$ cat config.mk
export PLATFORM = sky130hd
export DESIGN_NAME = trx_pin_switcher
export DESIGN_NICKNAME = d
export VERILOG_FILES = /design/src/rtl/trx_sw_pkg.sv /design/src/rtl/trx_sw_dir_timer.sv /design/src/rtl/trx_sw_bank.sv /design/src/rtl/trx_pin_switcher.sv
export SDC_FILE = /design/constraint.sdc
export NUM_CORES = 1
export LEC_CHECK = 0
export ABC_AREA = 0
export ABC_CLOCK_PERIOD_IN_PS = 8990
export BUFFER_PORTS_ARGS = -buffer_cell sky130_fd_sc_hd__buf_2
export CORE_ASPECT_RATIO = 1.75
export CORE_UTILIZATION = 61
export DETAILED_ROUTE_END_ITERATION = 10
export GPL_TIMING_DRIVEN = 0
export HOLD_SLACK_MARGIN = 0.05
export MAX_ROUTING_LAYER = met4
export PLACE_DENSITY_LB_ADDON = 0.25
export SLEW_MARGIN = 30
export SYNTH_ARGS = -nofsm -noshare
export SYNTH_HDL_FRONTEND = slang
export SYNTH_SLANG_ARGS = --single-unit
$ cat constraint.sdc
create_clock -name clk -period 8.99 [get_ports clk]
set_input_delay 0.899 -clock clk [delete_from_list [all_inputs] [get_ports clk]]
set_output_delay 0.899 -clock clk [all_outputs]
set_load 0.03 [all_outputs]
$ cat src/rtl/trx_sw_pkg.sv
package trx_sw_pkg;

   // register selector inside one bank: low two address bits
   typedef enum logic [1:0] {
      SEL_MASK = 2'd0,
      SEL_TXV  = 2'd1,
      SEL_RXV  = 2'd2,
      SEL_IO   = 2'd3
   } bank_sel_e;

   // control registers follow the bank block
   localparam int CTRL_EN_OFS   = 0;
   localparam int CTRL_RISE_OFS = 1;
   localparam int CTRL_FALL_OFS = 2;
   localparam int CTRL_REGS     = 3;
   localparam int REGS_PER_BANK = 4;
   localparam int BUS_W         = 32;

endpackage

$ cat src/rtl/trx_sw_dir_timer.sv
module trx_sw_dir_timer #(
   parameter int DLY_W = 16
) (
   input  logic             clk,
   input  logic             rst,
   input  logic             tx_pending,
   input  logic [DLY_W-1:0] dly_rise,
   input  logic [DLY_W-1:0] dly_fall,
   output logic             tx_mode
);

   logic [DLY_W-1:0] cnt_q;
   logic             mode_q;
   logic [DLY_W-1:0] limit;

   assign limit   = tx_pending ? dly_rise : dly_fall;
   assign tx_mode = mode_q;

   always_ff @(posedge clk) begin
      if (rst) begin
         mode_q <= 1'b0;
         cnt_q  <= '0;
      end else if (tx_pending == mode_q) begin
         cnt_q <= '0;
      end else if (cnt_q >= limit) begin
         mode_q <= tx_pending;
         cnt_q  <= '0;
      end else begin
         cnt_q <= cnt_q + 1'b1;
      end
   end

   // the indication only ever moves toward the requested direction
   assert_flip_toward_request_R6: assert property (@(posedge clk) disable iff (rst)
      (mode_q != $past(mode_q)) |-> (mode_q == $past(tx_pending)));

   // entering transmit only after the rise wait has elapsed
   assert_rise_waits_R7: assert property (@(posedge clk) disable iff (rst)
      $rose(mode_q) |-> ($past(cnt_q) >= $past(dly_rise)));

   // leaving transmit only after the fall wait has elapsed
   assert_fall_waits_R8: assert property (@(posedge clk) disable iff (rst)
      $fell(mode_q) |-> ($past(cnt_q) >= $past(dly_fall)));

   // a request matching the present state holds the state and clears the wait
   assert_reversal_holds_R9: assert property (@(posedge clk) disable iff (rst)
      (tx_pending == mode_q) |=> ($stable(mode_q) && cnt_q == '0));

endmodule

$ cat src/rtl/trx_sw_bank.sv
module trx_sw_bank
   import trx_sw_pkg::*;
#(
   parameter int BANK_W = 16
) (
   input  logic             clk,
   input  logic             rst,
   input  logic             wr_hit,
   input  logic [1:0]       wr_sel,
   input  logic [BUS_W-1:0] wr_data,
   input  logic             auto_en,
   input  logic             tx_mode,
   output logic [BANK_W-1:0] pin_out
);

   localparam int BEN_LSB = BUS_W / 2;

   logic [BANK_W-1:0] mask_q, txv_q, rxv_q, io_q;
   logic [BANK_W-1:0] io_ben, io_val, auto_val;

   assign io_ben = wr_data[BEN_LSB +: BANK_W];
   assign io_val = wr_data[BANK_W-1:0];

   always_ff @(posedge clk) begin
      if (rst) begin
         mask_q <= '0;
         txv_q  <= '0;
         rxv_q  <= '0;
         io_q   <= '0;
      end else if (wr_hit) begin
         case (bank_sel_e'(wr_sel))
            SEL_MASK: mask_q <= io_val;
            SEL_TXV:  txv_q  <= io_val;
            SEL_RXV:  rxv_q  <= io_val;
            SEL_IO:   io_q   <= (io_q & ~io_ben) | (io_val & io_ben);
            default:  io_q   <= io_q;
         endcase
      end
   end

   assign auto_val = tx_mode ? txv_q : rxv_q;

   // per-bit steering between the automatic pattern and the plain register
   for (genvar b = 0; b < BANK_W; b++) begin : g_bit
      assign pin_out[b] = (auto_en && mask_q[b]) ? auto_val[b] : io_q[b];
   end

   assert_masked_write_R3: assert property (@(posedge clk) disable iff (rst)
      (wr_hit && wr_sel == 2'd3) |=> (((io_q ^ $past(io_q)) & ~$past(io_ben)) == '0));

   assert_disabled_shows_io_R4: assert property (@(posedge clk) disable iff (rst)
      !auto_en |-> (pin_out == io_q));

   assert_unselected_shows_io_R5: assert property (@(posedge clk) disable iff (rst)
      (((pin_out ^ io_q) & ~mask_q) == '0));

endmodule

$ cat src/rtl/trx_pin_switcher.sv
module trx_pin_switcher
   import trx_sw_pkg::*;
#(
   parameter int NUM_BANKS = 4,
   parameter int BANK_W    = 16,
   parameter int DLY_W     = 16,
   parameter int ADDR_W    = 5
) (
   input  logic                        clk,
   input  logic                        rst,
   input  logic                        wr_en,
   input  logic [ADDR_W-1:0]           wr_addr,
   input  logic [BUS_W-1:0]            wr_data,
   input  logic                        fifo_empty,
   input  logic [NUM_BANKS*BANK_W-1:0] oe_in,
   output logic [NUM_BANKS*BANK_W-1:0] pin_out,
   output logic [NUM_BANKS*BANK_W-1:0] pin_oe
);

   localparam int PINS      = NUM_BANKS * BANK_W;
   localparam int CTRL_BASE = NUM_BANKS * REGS_PER_BANK;
   localparam int ADDR_SPAN = 1 << ADDR_W;

   if (BANK_W > BUS_W / 2) begin : g_chk_width
      $error("BANK_W must fit in half the write bus");
   end
   if (DLY_W > BUS_W) begin : g_chk_dly
      $error("DLY_W must not exceed the write bus");
   end
   if (CTRL_BASE + CTRL_REGS > ADDR_SPAN) begin : g_chk_addr
      $error("ADDR_W too small for the register map");
   end

   logic             auto_en_q;
   logic [DLY_W-1:0] rise_q, fall_q;
   logic             tx_mode;
   logic [NUM_BANKS-1:0] bank_hit;
   int unsigned      addr_u;

   assign addr_u = 32'(wr_addr);

   always_comb begin
      for (int b = 0; b < NUM_BANKS; b++) begin
         bank_hit[b] = wr_en && (addr_u < CTRL_BASE) &&
                       ((addr_u / REGS_PER_BANK) == b);
      end
   end

   always_ff @(posedge clk) begin
      if (rst) begin
         auto_en_q <= 1'b0;
         rise_q    <= '0;
         fall_q    <= '0;
      end else if (wr_en) begin
         if (addr_u == CTRL_BASE + CTRL_EN_OFS)   auto_en_q <= wr_data[0];
         if (addr_u == CTRL_BASE + CTRL_RISE_OFS) rise_q    <= wr_data[DLY_W-1:0];
         if (addr_u == CTRL_BASE + CTRL_FALL_OFS) fall_q    <= wr_data[DLY_W-1:0];
      end
   end

   trx_sw_dir_timer #(.DLY_W(DLY_W)) u_timer (
      .clk        (clk),
      .rst        (rst),
      .tx_pending (~fifo_empty),
      .dly_rise   (rise_q),
      .dly_fall   (fall_q),
      .tx_mode    (tx_mode)
   );

   for (genvar g = 0; g < NUM_BANKS; g++) begin : g_bank
      trx_sw_bank #(.BANK_W(BANK_W)) u_bank (
         .clk     (clk),
         .rst     (rst),
         .wr_hit  (bank_hit[g]),
         .wr_sel  (wr_addr[1:0]),
         .wr_data (wr_data),
         .auto_en (auto_en_q),
         .tx_mode (tx_mode),
         .pin_out (pin_out[g*BANK_W +: BANK_W])
      );
   end

   assign pin_oe = oe_in;

   assert_oe_passthrough_R10: assert property (@(posedge clk) disable iff (rst)
      pin_oe == oe_in);

   assert_one_bank_per_write_R2: assert property (@(posedge clk) disable iff (rst)
      $onehot0(bank_hit));

   assert_unmapped_quiet_R11: assert property (@(posedge clk) disable iff (rst)
      (wr_en && addr_u >= CTRL_BASE + CTRL_REGS) |=>
         ($stable(auto_en_q) && $stable(rise_q) && $stable(fall_q)));

   assert_reset_clears_R1: assert property (@(posedge clk)
      $past(rst) |-> (pin_out == '0));

endmodule

* Word level (Yosys, flattened, before mapping)
Cells that the tools add are included.
** Word-level totals
- Register bits after elaboration :: 306
- Input port bits :: 105
- Output and inout port bits :: 128
- Logic and storage cells :: 207
** Cells by class
- Add/sub/neg operators :: 1
- Magnitude comparators :: 2
- Eq/ne operators :: 10
- Multiplexer cells :: 69
- Bitwise operators :: 12
- Reduce and logical (&&, ||, !) cells :: 92
** Operator list (number)
- 16-bit AND :: 5
- 16-bit 2-to-1 mux :: 5
- 1-bit logical AND :: 69
- 1-bit 2-to-1 mux :: 64
- 16-bit OR :: 4
- 2-bit AND reduction :: 20
- 32-bit zero test :: 1
- 16-bit by 1-bit adder with 16-bit output (second input constant) :: 1
- 16-bit greater-or-equal comparator :: 1
- 16-bit NOT :: 1
- 5-bit equality test (second input constant) :: 3
- 3-bit by 2-bit equality test with 1-bit output (second input constant) :: 2
- 5-bit < comparator (second input constant) :: 1
- 2-bit equality test (second input constant) :: 2
- 3-bit by 1-bit equality test with 1-bit output (second input constant) :: 1
- 3-bit OR reduction :: 1
- 2-bit by 1-bit equality test with 1-bit output (second input constant) :: 1
- 2-bit zero test :: 1
- 1-bit NOT :: 2
- 1-bit equality test :: 1

* Logic depth before layout (Yosys ltp)
- Depth in word-level cells :: 4
- Depth in mapped cells :: 10
- Gate-level depth less buffers :: 7

* Modules after synthesis
Synthesis repeated with hierarchy kept, for this count alone.
** Unflattened totals
- Cells, all modules :: 1541
- Area total of the unflattened synthesis :: 15348.5 um^2
** Modules (own cells, without submodules)
- trx_sw_bank :: times used 4, cells each 300, area each 3029.2 um^2, sequential area each 1281.2 um^2
- trx_pin_switcher :: times used 1, cells each 203, area each 1954.4 um^2, sequential area each 660.6 um^2
- trx_sw_dir_timer :: times used 1, cells each 138, area each 1277.5 um^2, sequential area each 340.3 um^2

* Worst setup path after synthesis
No wires, ideal clock.
- Kind :: input -> register
- From :: input port fifo_empty
- To :: register u_timer.mode_q, in the netlist u_timer.tx_mode
- Library setup time :: 121 ps
- Data arrival time :: 3475 ps
- Data required time :: 8869 ps
- Path slack :: 5395 ps
- Cell stages on the path :: 9
- Buffers on the path :: 2
- Cell sequence :: clkbuf_1 > buf_1 > mux2i_1 > ha_1 > a21o_1 > a21o_1 > a2111oi_2 > and3_1 > mux2_2
** Between the ends
- Cells in the longest elaborated chain, start to end :: 4
- Elaborated cells on any way between the ends :: 6
- Those cells by class :: order compare (1); eq/ne (1); mux (1); bitwise (2); reduce/logical (1)
** RTL lines
- start: declaration :: line trx_pin_switcher.sv:14 : input logic fifo_empty,
- branches (longest 4 deep; another with 16-bit greater-or-equal comparator)
- end signal: assignment :: line trx_sw_dir_timer.sv:26 : mode_q <= tx_pending;
- end: declaration :: line trx_sw_dir_timer.sv:13 : logic mode_q;
Several ways; the timed one is not identified.
A chain may end at the register's enable or synchronous reset.

* Worst setup path in the final report
- From :: register u_timer.mode_q, in the netlist u_timer.tx_mode
- To :: output port pin_out[39]
** Between the ends
- Cells in the longest elaborated chain, start to end :: 2
** RTL lines
- 16-bit 2-to-1 mux :: line trx_sw_bank.sv:41 : assign auto_val = tx_mode ? txv_q : rxv_q;
- 1-bit 2-to-1 mux :: line trx_sw_bank.sv:45 : assign pin_out[b] = (auto_en && mask_q[b]) ? auto_val[b] : io_q[b];
- end: declaration :: line trx_pin_switcher.sv:16 : output logic [NUM_BANKS*BANK_W-1:0] pin_out,
Every way passes these cells.

==> impl_metrics.env <==
export IMPL_status="finished clean"
export IMPL_synth_cell_types=45
export IMPL_clock_sinks=306
export IMPL_detail_route_wirelength_mm=43.06
export IMPL_top_layer="met4"
export IMPL_wl_met1_mm=15.74
export IMPL_post_route_period_util=0.4259
export IMPL_async_flop_share=0
export IMPL_antenna_found_initial=1
export IMPL_io_buffer_count=147
export IMPL_multiInputGateArea_um2=6487
export IMPL_gr_total_overflow=0
export IMPL_wl_met2_mm=21.36
export IMPL_postCtsSetupBuffers=0
export IMPL_synth_main_ff_cell="dfxtp_1"
export IMPL_crit_fanout=10
export IMPL_synth_fa_ha_area_frac=0.01555
export IMPL_vias_per_cell=5.855
export IMPL_drtIter0Drc=980
export IMPL_ctsHoldBuffers=0
export IMPL_cp_common_cell="buf_2"
export IMPL_clock_latency_ns=0.54
export IMPL_leakagePower_nw=5.785
export IMPL_crit_path_max_incr_delay_ns=0.63
export IMPL_holdCritPathClass="reg2reg"
export IMPL_worstMarginPinSlew_ns=0.9602
export IMPL_yosys_warnings=0
export IMPL_synth_nets=1900
export IMPL_crit_type="reg2out"
export IMPL_path_delay_family="buffers and inverters"
export IMPL_wl_met3_mm=3.008
export IMPL_post_route_min_period_ns=3.828
export IMPL_rsz0062_at_grt="no"
export IMPL_startpoint_type="register"
export IMPL_final_max_slew_violation_count=0
export IMPL_layout_drive_gt1_share=0.1574
export IMPL_fp_coreArea_um2=22070
export IMPL_crit_arrival_ns=2.93
export IMPL_grt_usage=0.3827
export IMPL_synth_compound_area_frac=0.1588
export IMPL_setup_viol=0
export IMPL_numCtsBuffers=28
export IMPL_die_area_um2=23060
export IMPL_timing_fmax_mhz=261.2
export IMPL_end_kind="output pin"
export IMPL_hold_viol=0
export IMPL_ir_worst_vdd_uv=192.5
export IMPL_firstDrtPassIters=5
export IMPL_synth_simple_area_share=0.2191
export IMPL_initial_core_util=0.6199
export IMPL_cts_clk_slew_worst_paths_ns=0.06
export IMPL_cts_max_path_buffers=3
export IMPL_synth_ff_latch_count=306
export IMPL_die_w_um=115.2
export IMPL_synth_edff_count=0
export IMPL_relSlewSlack=0.3599
export IMPL_placed_area_um2=14790
export IMPL_hpwl_mm=31.30
export IMPL_cp_buffers_inverters=4
export IMPL_fin_skew_ns=0.002001
export IMPL_num_vias=13310
export IMPL_synth_avg_cell_area_um2=7.695
export IMPL_max_cap_viol_count=0
export IMPL_final_area_um2=15790
export IMPL_rows=72
export IMPL_synth_xor_area_frac=0.009602
export IMPL_tns_ns=0
export IMPL_seq_area_um2=6126
export IMPL_ctsResizeCount=0
export IMPL_remaining_drc_errors=0
export IMPL_gp_congestion=0.9715
export IMPL_crit_path_cell_trace="clkbuf_1, buf_1, buf_2, mux2i_1, a31oi_1, buf_2"
export IMPL_synth_area_mux_share=0.07115
export IMPL_ant_nets=0
export IMPL_h_tree_depth=1
export IMPL_required_ns=8.09
export IMPL_grt_pass1_vias=12560
export IMPL_syn_instance_count=1778
export IMPL_synth_top_family_by_area="simple AND/OR/NAND/NOR gates"
export IMPL_cts_tree="yes"
export IMPL_routedWlPerCell_um=18.94
export IMPL_slowest_stage="buf_1"
export IMPL_grt_max_degree=16
export IMPL_power_density_nw_per_um2=182.3
export IMPL_root_buffer="clkbuf_16"
export IMPL_fillers=1845
export IMPL_io_pins=233
export IMPL_layout_nets=2077
export IMPL_fp_dieH_um=200.1
export IMPL_ys_seq_area_frac=0.4477
export IMPL_grt_pass1_wl_mm=66.01
export IMPL_area_growth_pct=15.42
export IMPL_synthesis_area_um2=13680
-- kinds of logic after synthesis --
logic type,after synthesis
buffers and inverters,204
flip-flops,306
adder cells (fa/ha/maj),17
XOR/XNOR,15
AND/OR/NAND/NOR,727
multiplexers,97
AO/OA/AOI/OAI,412
-- tightest hold or removal path, cell delays in order, from the launching register on --
cell	delay (ns)
dfxtp_1	0.31
nand2_1	0.05
a21oi_1	0.05
-- through the flow --
step                utilization  setup WS, ns  hold slack, ns  cells  total power (W)
global route             0.7155         5.157          0.4719   2273         0.002948
floorplan                     -         5.395          0.4329   1778         0.001546
finish                   0.7155         5.162          0.4541   2273         0.002879
CTS                      0.7154         5.260          0.4549   2272         0.002877
global placement         0.6700         4.922          0.4404   2221         0.001622
detailed placement       0.6700         4.886          0.4463   2221         0.001624
-- Yosys cell counts, drive strengths merged, types with 5 or more instances --
master / number / area (um^2)
nand2: 584 / 2192
a21oi: 342 / 1723
dfxtp: 306 / 6126
buf: 103 / 688.2
clkbuf: 96 / 361.6
mux2i: 95 / 950.9
a31oi: 64 / 400.4
nand3: 55 / 275.3
nor2: 49 / 206.5
ha: 17 / 212.7
xor2: 9 / 78.83
nand4: 7 / 50.05
xnor2: 6 / 52.55
inv: 5 / 18.77
nor3: 5 / 46.30
-- final cells by class --
cell class,instances,area share
clock buffer,42,0.05467
buffer,199,0.06648
timing repair buffer,147,0.04659
multi-input combinational,1268,0.4108
inverter,5,0.001188
sequential,306,0.3879
antenna,1,0.0001585
clock inverter,9,0.008716
tap,296,0.02345
-- placed cells by master, fill, tap and decap left out, drive strengths merged, types with 3 or more instances in the layout --
cell type	n
and3	4
bufinv	3
a31oi	64
nand3	55
nand2	584
buf	250
xnor2	6
nor2b	4
nor2	49
nand2b	3
nor3	5
a21oi	342
xor2	9
ha	17
nor4	3
clkbuf	138
mux2i	95
inv	6
nand4	7
dfxtp	306
clkinv	4
and2	3
-- report_power, final --
group | switching, W | total [W] | internal [W]
registers | 0.00000566 | 0.00137 | 0.00136
clock network | 0.000531 | 0.00128 | 0.000750
logic | 0.000162 | 0.000228 | 0.0000665
-- routing by layer --
metal | global-route usage | vias to the layer above
li1 | - | 6252
met1 | 0.4176 | 6252
met2 | 0.6435 | 644
met3 | 0.04781 | 161
met4 | 0.2514 | 0
met5 | - | -
-- final timing paths --
check	from	endpoint	slack [ns]	cells after the start
worst min register to register	g_bank[0].u_bank.txv_q[2]	g_bank[0].u_bank.txv_q[2]	0.45	2
worst max register to register	rise_q[13]	u_timer.cnt_q[14]	6.69	8
worst max-delay path	u_timer.tx_mode	pin_out[39]	5.16	6
worst min-delay path	g_bank[0].u_bank.txv_q[2]	g_bank[0].u_bank.txv_q[2]	0.45	2
Note: power is estimated with default switching activity, not from simulation.
